===== src/rtl/swk_pkg.sv =====
package swk_pkg;
  localparam int unsigned TAG_W_DEF = 7;
  localparam int unsigned LANES_DEF = 4;

  // which comparator slot an operand occupies
  typedef enum logic {
    SLOT_SLOW = 1'b0,
    SLOT_FAST = 1'b1
  } slot_e;

  // map "last slot" back to the source naming of the instruction
  function automatic logic slot_to_src_b(input slot_e last_slot, input logic fast_is_b);
    return (last_slot == SLOT_FAST) ? fast_is_b : ~fast_is_b;
  endfunction
endpackage


===== src/rtl/swk_bus_delay.sv =====
module swk_bus_delay #(
  parameter int unsigned TAG_W = 7,
  parameter int unsigned LANES = 4,
  localparam int unsigned BUS_W = TAG_W * LANES
) (
  input  logic             clk,
  input  logic             rst,
  input  logic [LANES-1:0] in_vld,
  input  logic [BUS_W-1:0] in_tags,
  output logic [LANES-1:0] out_vld,
  output logic [BUS_W-1:0] out_tags
);
  logic [LANES-1:0] vld_q;
  logic [BUS_W-1:0] tags_q;

  always_ff @(posedge clk) begin
    if (rst) vld_q <= '0;
    else     vld_q <= in_vld;
  end

  // data path without reset, qualified by the valid bits
  always_ff @(posedge clk) tags_q <= in_tags;

  assign out_vld  = vld_q;
  assign out_tags = tags_q;
endmodule


===== src/rtl/swk_tag_match.sv =====
module swk_tag_match #(
  parameter int unsigned TAG_W = 7,
  parameter int unsigned LANES = 4,
  localparam int unsigned BUS_W = TAG_W * LANES
) (
  input  logic [TAG_W-1:0] tag,
  input  logic [LANES-1:0] bus_vld,
  input  logic [BUS_W-1:0] bus_tags,
  output logic             hit
);
  logic [LANES-1:0] lane_hit;

  for (genvar g = 0; g < LANES; g++) begin : g_lane
    assign lane_hit[g] = bus_vld[g] && (bus_tags[g*TAG_W +: TAG_W] == tag);
  end

  assign hit = |lane_hit;
endmodule


===== src/rtl/swk_operand_slot.sv =====
module swk_operand_slot #(
  parameter int unsigned TAG_W = 7,
  parameter int unsigned LANES = 4,
  localparam int unsigned BUS_W = TAG_W * LANES
) (
  input  logic             clk,
  input  logic             rst,
  input  logic             load,
  input  logic [TAG_W-1:0] load_tag,
  input  logic             load_rdy,
  input  logic             clear,
  input  logic [LANES-1:0] bus_vld,
  input  logic [BUS_W-1:0] bus_tags,
  output logic [TAG_W-1:0] tag_q,
  output logic             rdy_q,
  output logic             rdy_next,
  output logic             woke_now
);
  logic [TAG_W-1:0] cmp_tag;
  logic             base_rdy;
  logic             hit;

  // compare the incoming tag during insert so a same-cycle broadcast is caught
  assign cmp_tag  = load ? load_tag : tag_q;
  assign base_rdy = load ? load_rdy : rdy_q;

  swk_tag_match #(.TAG_W(TAG_W), .LANES(LANES)) u_match (
    .tag      (cmp_tag),
    .bus_vld  (bus_vld),
    .bus_tags (bus_tags),
    .hit      (hit)
  );

  assign woke_now = hit && !base_rdy;

  always_comb begin
    if (load)       rdy_next = load_rdy | hit;
    else if (clear) rdy_next = 1'b0;
    else            rdy_next = rdy_q | hit;
  end

  always_ff @(posedge clk) begin
    if (rst) rdy_q <= 1'b0;
    else     rdy_q <= rdy_next;
  end

  always_ff @(posedge clk) begin
    if (load) tag_q <= load_tag;
  end
endmodule


===== src/rtl/swk_wakeup_entry.sv =====
module swk_wakeup_entry
  import swk_pkg::*;
#(
  parameter int unsigned TAG_W = TAG_W_DEF,
  parameter int unsigned LANES = LANES_DEF,
  localparam int unsigned BUS_W = TAG_W * LANES
) (
  input  logic             clk,
  input  logic             rst,
  input  logic             ins_valid,
  input  logic [TAG_W-1:0] ins_tag_a,
  input  logic [TAG_W-1:0] ins_tag_b,
  input  logic             ins_ready_a,
  input  logic             ins_ready_b,
  input  logic             ins_pred_last_b,
  input  logic [LANES-1:0] bc_valid,
  input  logic [BUS_W-1:0] bc_tags,
  input  logic             grant,
  output logic             entry_valid,
  output logic             issue_req,
  output logic             last_was_b
);
  logic             valid_q, valid_n;
  logic             req_q;
  logic             fast_is_b_q, fast_is_b_n;
  slot_e            last_slot_q, last_slot_n;
  logic             fast_woke_d;
  logic             lastb_q;
  logic             accept, dealloc;

  logic [LANES-1:0] slow_vld;
  logic [BUS_W-1:0] slow_tags;

  logic [TAG_W-1:0] f_ins_tag, s_ins_tag;
  logic             f_ins_rdy, s_ins_rdy;
  logic [TAG_W-1:0] f_tag_q, s_tag_q;
  logic             f_rdy_q, s_rdy_q, f_rdy_n, s_rdy_n;
  logic             f_woke, s_woke;

  assign dealloc = grant && req_q;
  assign accept  = ins_valid && (!valid_q || dealloc);
  assign valid_n = accept || (valid_q && !dealloc);

  // predicted-last source steers into the fast comparator
  assign f_ins_tag = ins_pred_last_b ? ins_tag_b   : ins_tag_a;
  assign s_ins_tag = ins_pred_last_b ? ins_tag_a   : ins_tag_b;
  assign f_ins_rdy = ins_pred_last_b ? ins_ready_b : ins_ready_a;
  assign s_ins_rdy = ins_pred_last_b ? ins_ready_a : ins_ready_b;

  swk_bus_delay #(.TAG_W(TAG_W), .LANES(LANES)) u_slow_bus (
    .clk      (clk),
    .rst      (rst),
    .in_vld   (bc_valid),
    .in_tags  (bc_tags),
    .out_vld  (slow_vld),
    .out_tags (slow_tags)
  );

  swk_operand_slot #(.TAG_W(TAG_W), .LANES(LANES)) u_fast_slot (
    .clk      (clk),
    .rst      (rst),
    .load     (accept),
    .load_tag (f_ins_tag),
    .load_rdy (f_ins_rdy),
    .clear    (dealloc),
    .bus_vld  (bc_valid),
    .bus_tags (bc_tags),
    .tag_q    (f_tag_q),
    .rdy_q    (f_rdy_q),
    .rdy_next (f_rdy_n),
    .woke_now (f_woke)
  );

  swk_operand_slot #(.TAG_W(TAG_W), .LANES(LANES)) u_slow_slot (
    .clk      (clk),
    .rst      (rst),
    .load     (accept),
    .load_tag (s_ins_tag),
    .load_rdy (s_ins_rdy),
    .clear    (dealloc),
    .bus_vld  (slow_vld),
    .bus_tags (slow_tags),
    .tag_q    (s_tag_q),
    .rdy_q    (s_rdy_q),
    .rdy_next (s_rdy_n),
    .woke_now (s_woke)
  );

  // arrival-order tracking: a slow wake one cycle after a fast wake is a tie
  always_comb begin
    fast_is_b_n = accept ? ins_pred_last_b : fast_is_b_q;
    last_slot_n = last_slot_q;
    if (accept)              last_slot_n = SLOT_FAST;
    if (accept || valid_q) begin
      if (f_woke)            last_slot_n = SLOT_FAST;
      else if (s_woke && !accept)
        last_slot_n = fast_woke_d ? SLOT_FAST : SLOT_SLOW;
    end
  end

  always_ff @(posedge clk) begin
    if (rst) begin
      valid_q     <= 1'b0;
      req_q       <= 1'b0;
      fast_is_b_q <= 1'b0;
      last_slot_q <= SLOT_FAST;
      fast_woke_d <= 1'b0;
      lastb_q     <= 1'b0;
    end else begin
      valid_q     <= valid_n;
      req_q       <= valid_n && f_rdy_n && s_rdy_n;
      fast_is_b_q <= fast_is_b_n;
      last_slot_q <= last_slot_n;
      fast_woke_d <= (accept || valid_q) && f_woke;
      lastb_q     <= slot_to_src_b(last_slot_n, fast_is_b_n);
    end
  end

  assign entry_valid = valid_q;
  assign issue_req   = req_q;
  assign last_was_b  = lastb_q;
endmodule


===== config.mk =====
export PLATFORM = sky130hd
export DESIGN_NAME = swk_wakeup_entry
export DESIGN_NICKNAME = d
export VERILOG_FILES = /design/src/rtl/swk_pkg.sv /design/src/rtl/swk_bus_delay.sv /design/src/rtl/swk_tag_match.sv /design/src/rtl/swk_operand_slot.sv /design/src/rtl/swk_wakeup_entry.sv
export SDC_FILE = /design/constraint.sdc
export NUM_CORES = 1
export LEC_CHECK = 0
export CAP_MARGIN = 20
export CORE_MARGIN = 3
export CORE_UTILIZATION = 40
export DETAILED_ROUTE_END_ITERATION = 7
export DONT_BUFFER_PORTS = 1
export PLACE_DENSITY = 0.63
export SYNTH_ARGS = -nofsm -noshare
export SYNTH_HDL_FRONTEND = slang
export SYNTH_SLANG_ARGS = --single-unit

===== constraint.sdc =====
create_clock -name clk -period 4.75 [get_ports clk]
set_clock_uncertainty 0.15 [all_clocks]
set_input_delay 0.95 -clock clk [delete_from_list [all_inputs] [get_ports clk]]
set_output_delay 0.95 -clock clk [all_outputs]
set_load 0.01 [all_outputs]

==> impl_metrics.env <==
export IMPL_outcome="finished clean"
export IMPL_clock_latency_ps=310
export IMPL_wl_met2_microns=4693
export IMPL_worst_slew_pin_slew_ps=862.7
export IMPL_num_antenna_cells=0
export IMPL_yosysWarnings=0
export IMPL_powerDensity_nw_per_um2=316.4
export IMPL_slew_headroom=0.4196
export IMPL_die_w_microns=94.77
export IMPL_vias_per_cell=6.248
export IMPL_setup_violations=0
export IMPL_place_congestion=0.9348
export IMPL_place_port_buffers=0
export IMPL_path_class="primary input to flop"
export IMPL_p_comb_frac=0.242
export IMPL_final_cell_area_sq_um=3286
export IMPL_stdcell_count=439
export IMPL_antenna_found_initial=0
export IMPL_top_layer_used="met4"
export IMPL_grt_overflow=0
export IMPL_core_sq_um=7447
export IMPL_cts_sinks=54
export IMPL_worst_hold_slack_ps=411.8
export IMPL_p_sw_frac=0.3190
export IMPL_clkPwrFrac=0.236
export IMPL_p_leak_nw=1.234
export IMPL_max_cap_viol_count=0
export IMPL_drt_iter0_markers=292
export IMPL_hold_viol=0
export IMPL_fillers=748
export IMPL_synthToLayoutAreaGrowth_pct=4.248
export IMPL_rrSetupSlack_ps=1140
export IMPL_async_reset_ff_frac=0
export IMPL_slew_violations=0
export IMPL_routed_wl_met3_microns=833
export IMPL_p_seq_frac=0.521
export IMPL_postCtsSetupRepairBufs=0
export IMPL_layout_drive_gt1_share=0.09118
export IMPL_reg2regPathDepth=9
export IMPL_peakVddDrop_mv=0.1376
export IMPL_grt_first_pass_wirelength_microns=15120
export IMPL_p_sw_uw=331.6
export IMPL_grt_use_total=0.2227
export IMPL_holdPathStages=2
export IMPL_reg2reg_from="entry_valid"
export IMPL_io_pins=56
export IMPL_place_hpwl_microns=7497
export IMPL_nets=393
export IMPL_r2r_end="last_was_b"
export IMPL_synth_edf_count=0
export IMPL_numCtsBuffers=5
export IMPL_place_area_sq_um=3209
export IMPL_synth_avg_cell_area_sq_um=9.162
export IMPL_cts_tree="yes"
export IMPL_syn_inst=344
export IMPL_syn_num_nets=397
export IMPL_dp_cells=432
export IMPL_final_util=0.4412
export IMPL_clkTransAtPathRegs_ps=90
export IMPL_dr_total_vias=2743
export IMPL_tns_ps=0
export IMPL_drc=0
export IMPL_endpoint="last_was_b"
export IMPL_path_max_fanout=39
export IMPL_h_tree_depth=2
export IMPL_fin_crit_ps=3687
export IMPL_start_kind="primary input"
export IMPL_fmax_mhz=271.2
export IMPL_cts_root_buffer="clkbuf_8"
export IMPL_die_h_microns=94.77
export IMPL_endpoint_kind="flop"
export IMPL_die_area_sq_um=8980
export IMPL_drt_pass1_iterations=5
export IMPL_wire_per_inst_microns=22.09
export IMPL_start_util=0.4232
export IMPL_arrival_ps=3740
export IMPL_p_int_uw=708.1
export IMPL_ctsResizeCount=0
export IMPL_antenna_left=0
export IMPL_routed_wirelength_microns=9696
export IMPL_crit_path_start="grant"
export IMPL_yosysSeqAreaShare=0.3430
export IMPL_grt_max_degree=40
export IMPL_synth_main_ff_cell="dfxtp_1"
export IMPL_yosysUniqueCellTypes=62
export IMPL_ys_seq_elements=54
export IMPL_wl_met1_microns=3853
export IMPL_finalCritPeriodShare=0.7762
export IMPL_fp_row_count=31
export IMPL_rsz0062_at_grt="no"
export IMPL_cts_hold_buf=0
export IMPL_syn_cell_area_sq_um=3152
export IMPL_cts_buffer_depth=2
export IMPL_hp_class="flop to flop"
export IMPL_cp_data_required_time_ps=4800
export IMPL_grt_pass1_vias=2773
sequential cells by signal, summed over array words and instances (netlist names):
name,flops
u_slow_bus.out_tags,28
u_fast_slot.tag_q,7
u_slow_slot.tag_q,7
u_slow_bus.out_vld,4
entry_valid,1
fast_is_b_q,1
fast_woke_d,1
issue_req,1
last_slot_q,1
last_was_b,1
u_fast_slot.rdy_q,1
u_slow_slot.rdy_q,1
cell type report:
| cell class | instances | area (sq um) | share of cell area |
|---|---|---|---|
| Timing Repair Buffer | 3 | 22.52 | 0.006855 |
| Inverter | 32 | 120.1 | 0.03656 |
| Sequential cell | 54 | 1081 | 0.3290 |
| Clock buffer | 7 | 76.32 | 0.02323 |
| Multi-Input combinational cell | 244 | 1862 | 0.5666 |
| Tap cell | 99 | 123.9 | 0.03770 |
stage by stage:
stage | worst slack [ps] | total power, mW
after floorplan | 1224 | 0.7433
after global placement | 917.5 | 0.7979
final | 1063 | 1.040
after global routing | 954.8 | 1.089
after CTS | 1119 | 1.041
after detailed placement | 798.2 | 0.7997
metal layers:
metal / track usage / vias up
met5: 0 / -
met4: 0.1034 / 0
met3: 0.04382 / 33
met2: 0.3799 / 171
met1: 0.2682 / 1278
li1: - / 1261
worst min-delay path by stage:
stage	to	slack, ps	startpoint
floorplan	u_fast_slot.tag_q[1]	340	u_fast_slot.tag_q[1]
global placement	fast_is_b_q	380	fast_is_b_q
detailed placement	fast_is_b_q	390	fast_is_b_q
CTS	fast_is_b_q	410	fast_is_b_q
global route	fast_is_b_q	440	fast_is_b_q
finish	fast_is_b_q	410	fast_is_b_q
worst max-delay path, cell delays in order:
cell,delay [ps]
a21bo_4,230
nand2_2,580
a21oi_1,280
o2111ai_1,240
nor4b_1,80
nor4_1,720
o2111a_1,280
a211oi_2,60
mux2_4,290
power by group through the flow:
stage / Clock (mW) / Combinational [mW] / Sequential, mW
final: 0.246 / 0.252 / 0.542
after global routing: 0.267 / 0.276 / 0.546
after CTS: 0.251 / 0.249 / 0.541
after detailed placement: 0 / 0.248 / 0.552
after global placement: 0 / 0.246 / 0.552
after floorplan: 0 / 0.215 / 0.528
synthesized netlist by cell type (4+ instances only):
cell type | count | share of area
inv_1 | 32 | 0.038
o2111ai_1 | 4 | 0.011
dfxtp_1 | 54 | 0.34
mux2i_1 | 8 | 0.025
nor2_1 | 18 | 0.021
xnor2_1 | 24 | 0.067
nor2b_1 | 7 | 0.014
a211oi_1 | 8 | 0.019
clkbuf_1 | 6 | 0.0071
o22ai_1 | 12 | 0.024
mux2i_4 | 5 | 0.036
buf_2 | 4 | 0.0064
xor2_1 | 21 | 0.058
o21ai_0 | 16 | 0.025
a21oi_1 | 23 | 0.037
a222oi_1 | 4 | 0.013
nand2_1 | 5 | 0.0060
o221ai_1 | 4 | 0.011
mux2i_2 | 5 | 0.022
nor4_1 | 8 | 0.016
nor3_1 | 13 | 0.021
cell usage in the layout (no fill, tap or decap), types with 4 or more instances in the layout:
master     Yosys  routed
a21oi_1       23      23
nand2_1        5       5
mux2i_4        5       5
dfxtp_1       54      54
clkbuf_8       0       5
xor2_1        21      21
nor2b_1        7       7
xnor2_1       24      24
o2111ai_1      4       4
o221ai_1       4       4
nor2_1        18      18
mux2i_1        8       8
nor3_1        13      13
inv_1         32      32
o21ai_0       16      16
nor4_1         8       8
mux2i_2        5       5
a211oi_1       8       8
a222oi_1       4       4
o22ai_1       12      12
kinds of logic after synthesis:
family | after synthesis | share of synthesized area
XOR/XNOR | 45 | 0.1251
AO/OA/AOI/OAI | 112 | 0.2624
buffers and inverters | 46 | 0.06630
multiplexers | 19 | 0.08773
flip-flops | 54 | 0.3430
AND/OR/NAND/NOR | 68 | 0.1155
Power figures use the tool's default switching activity.
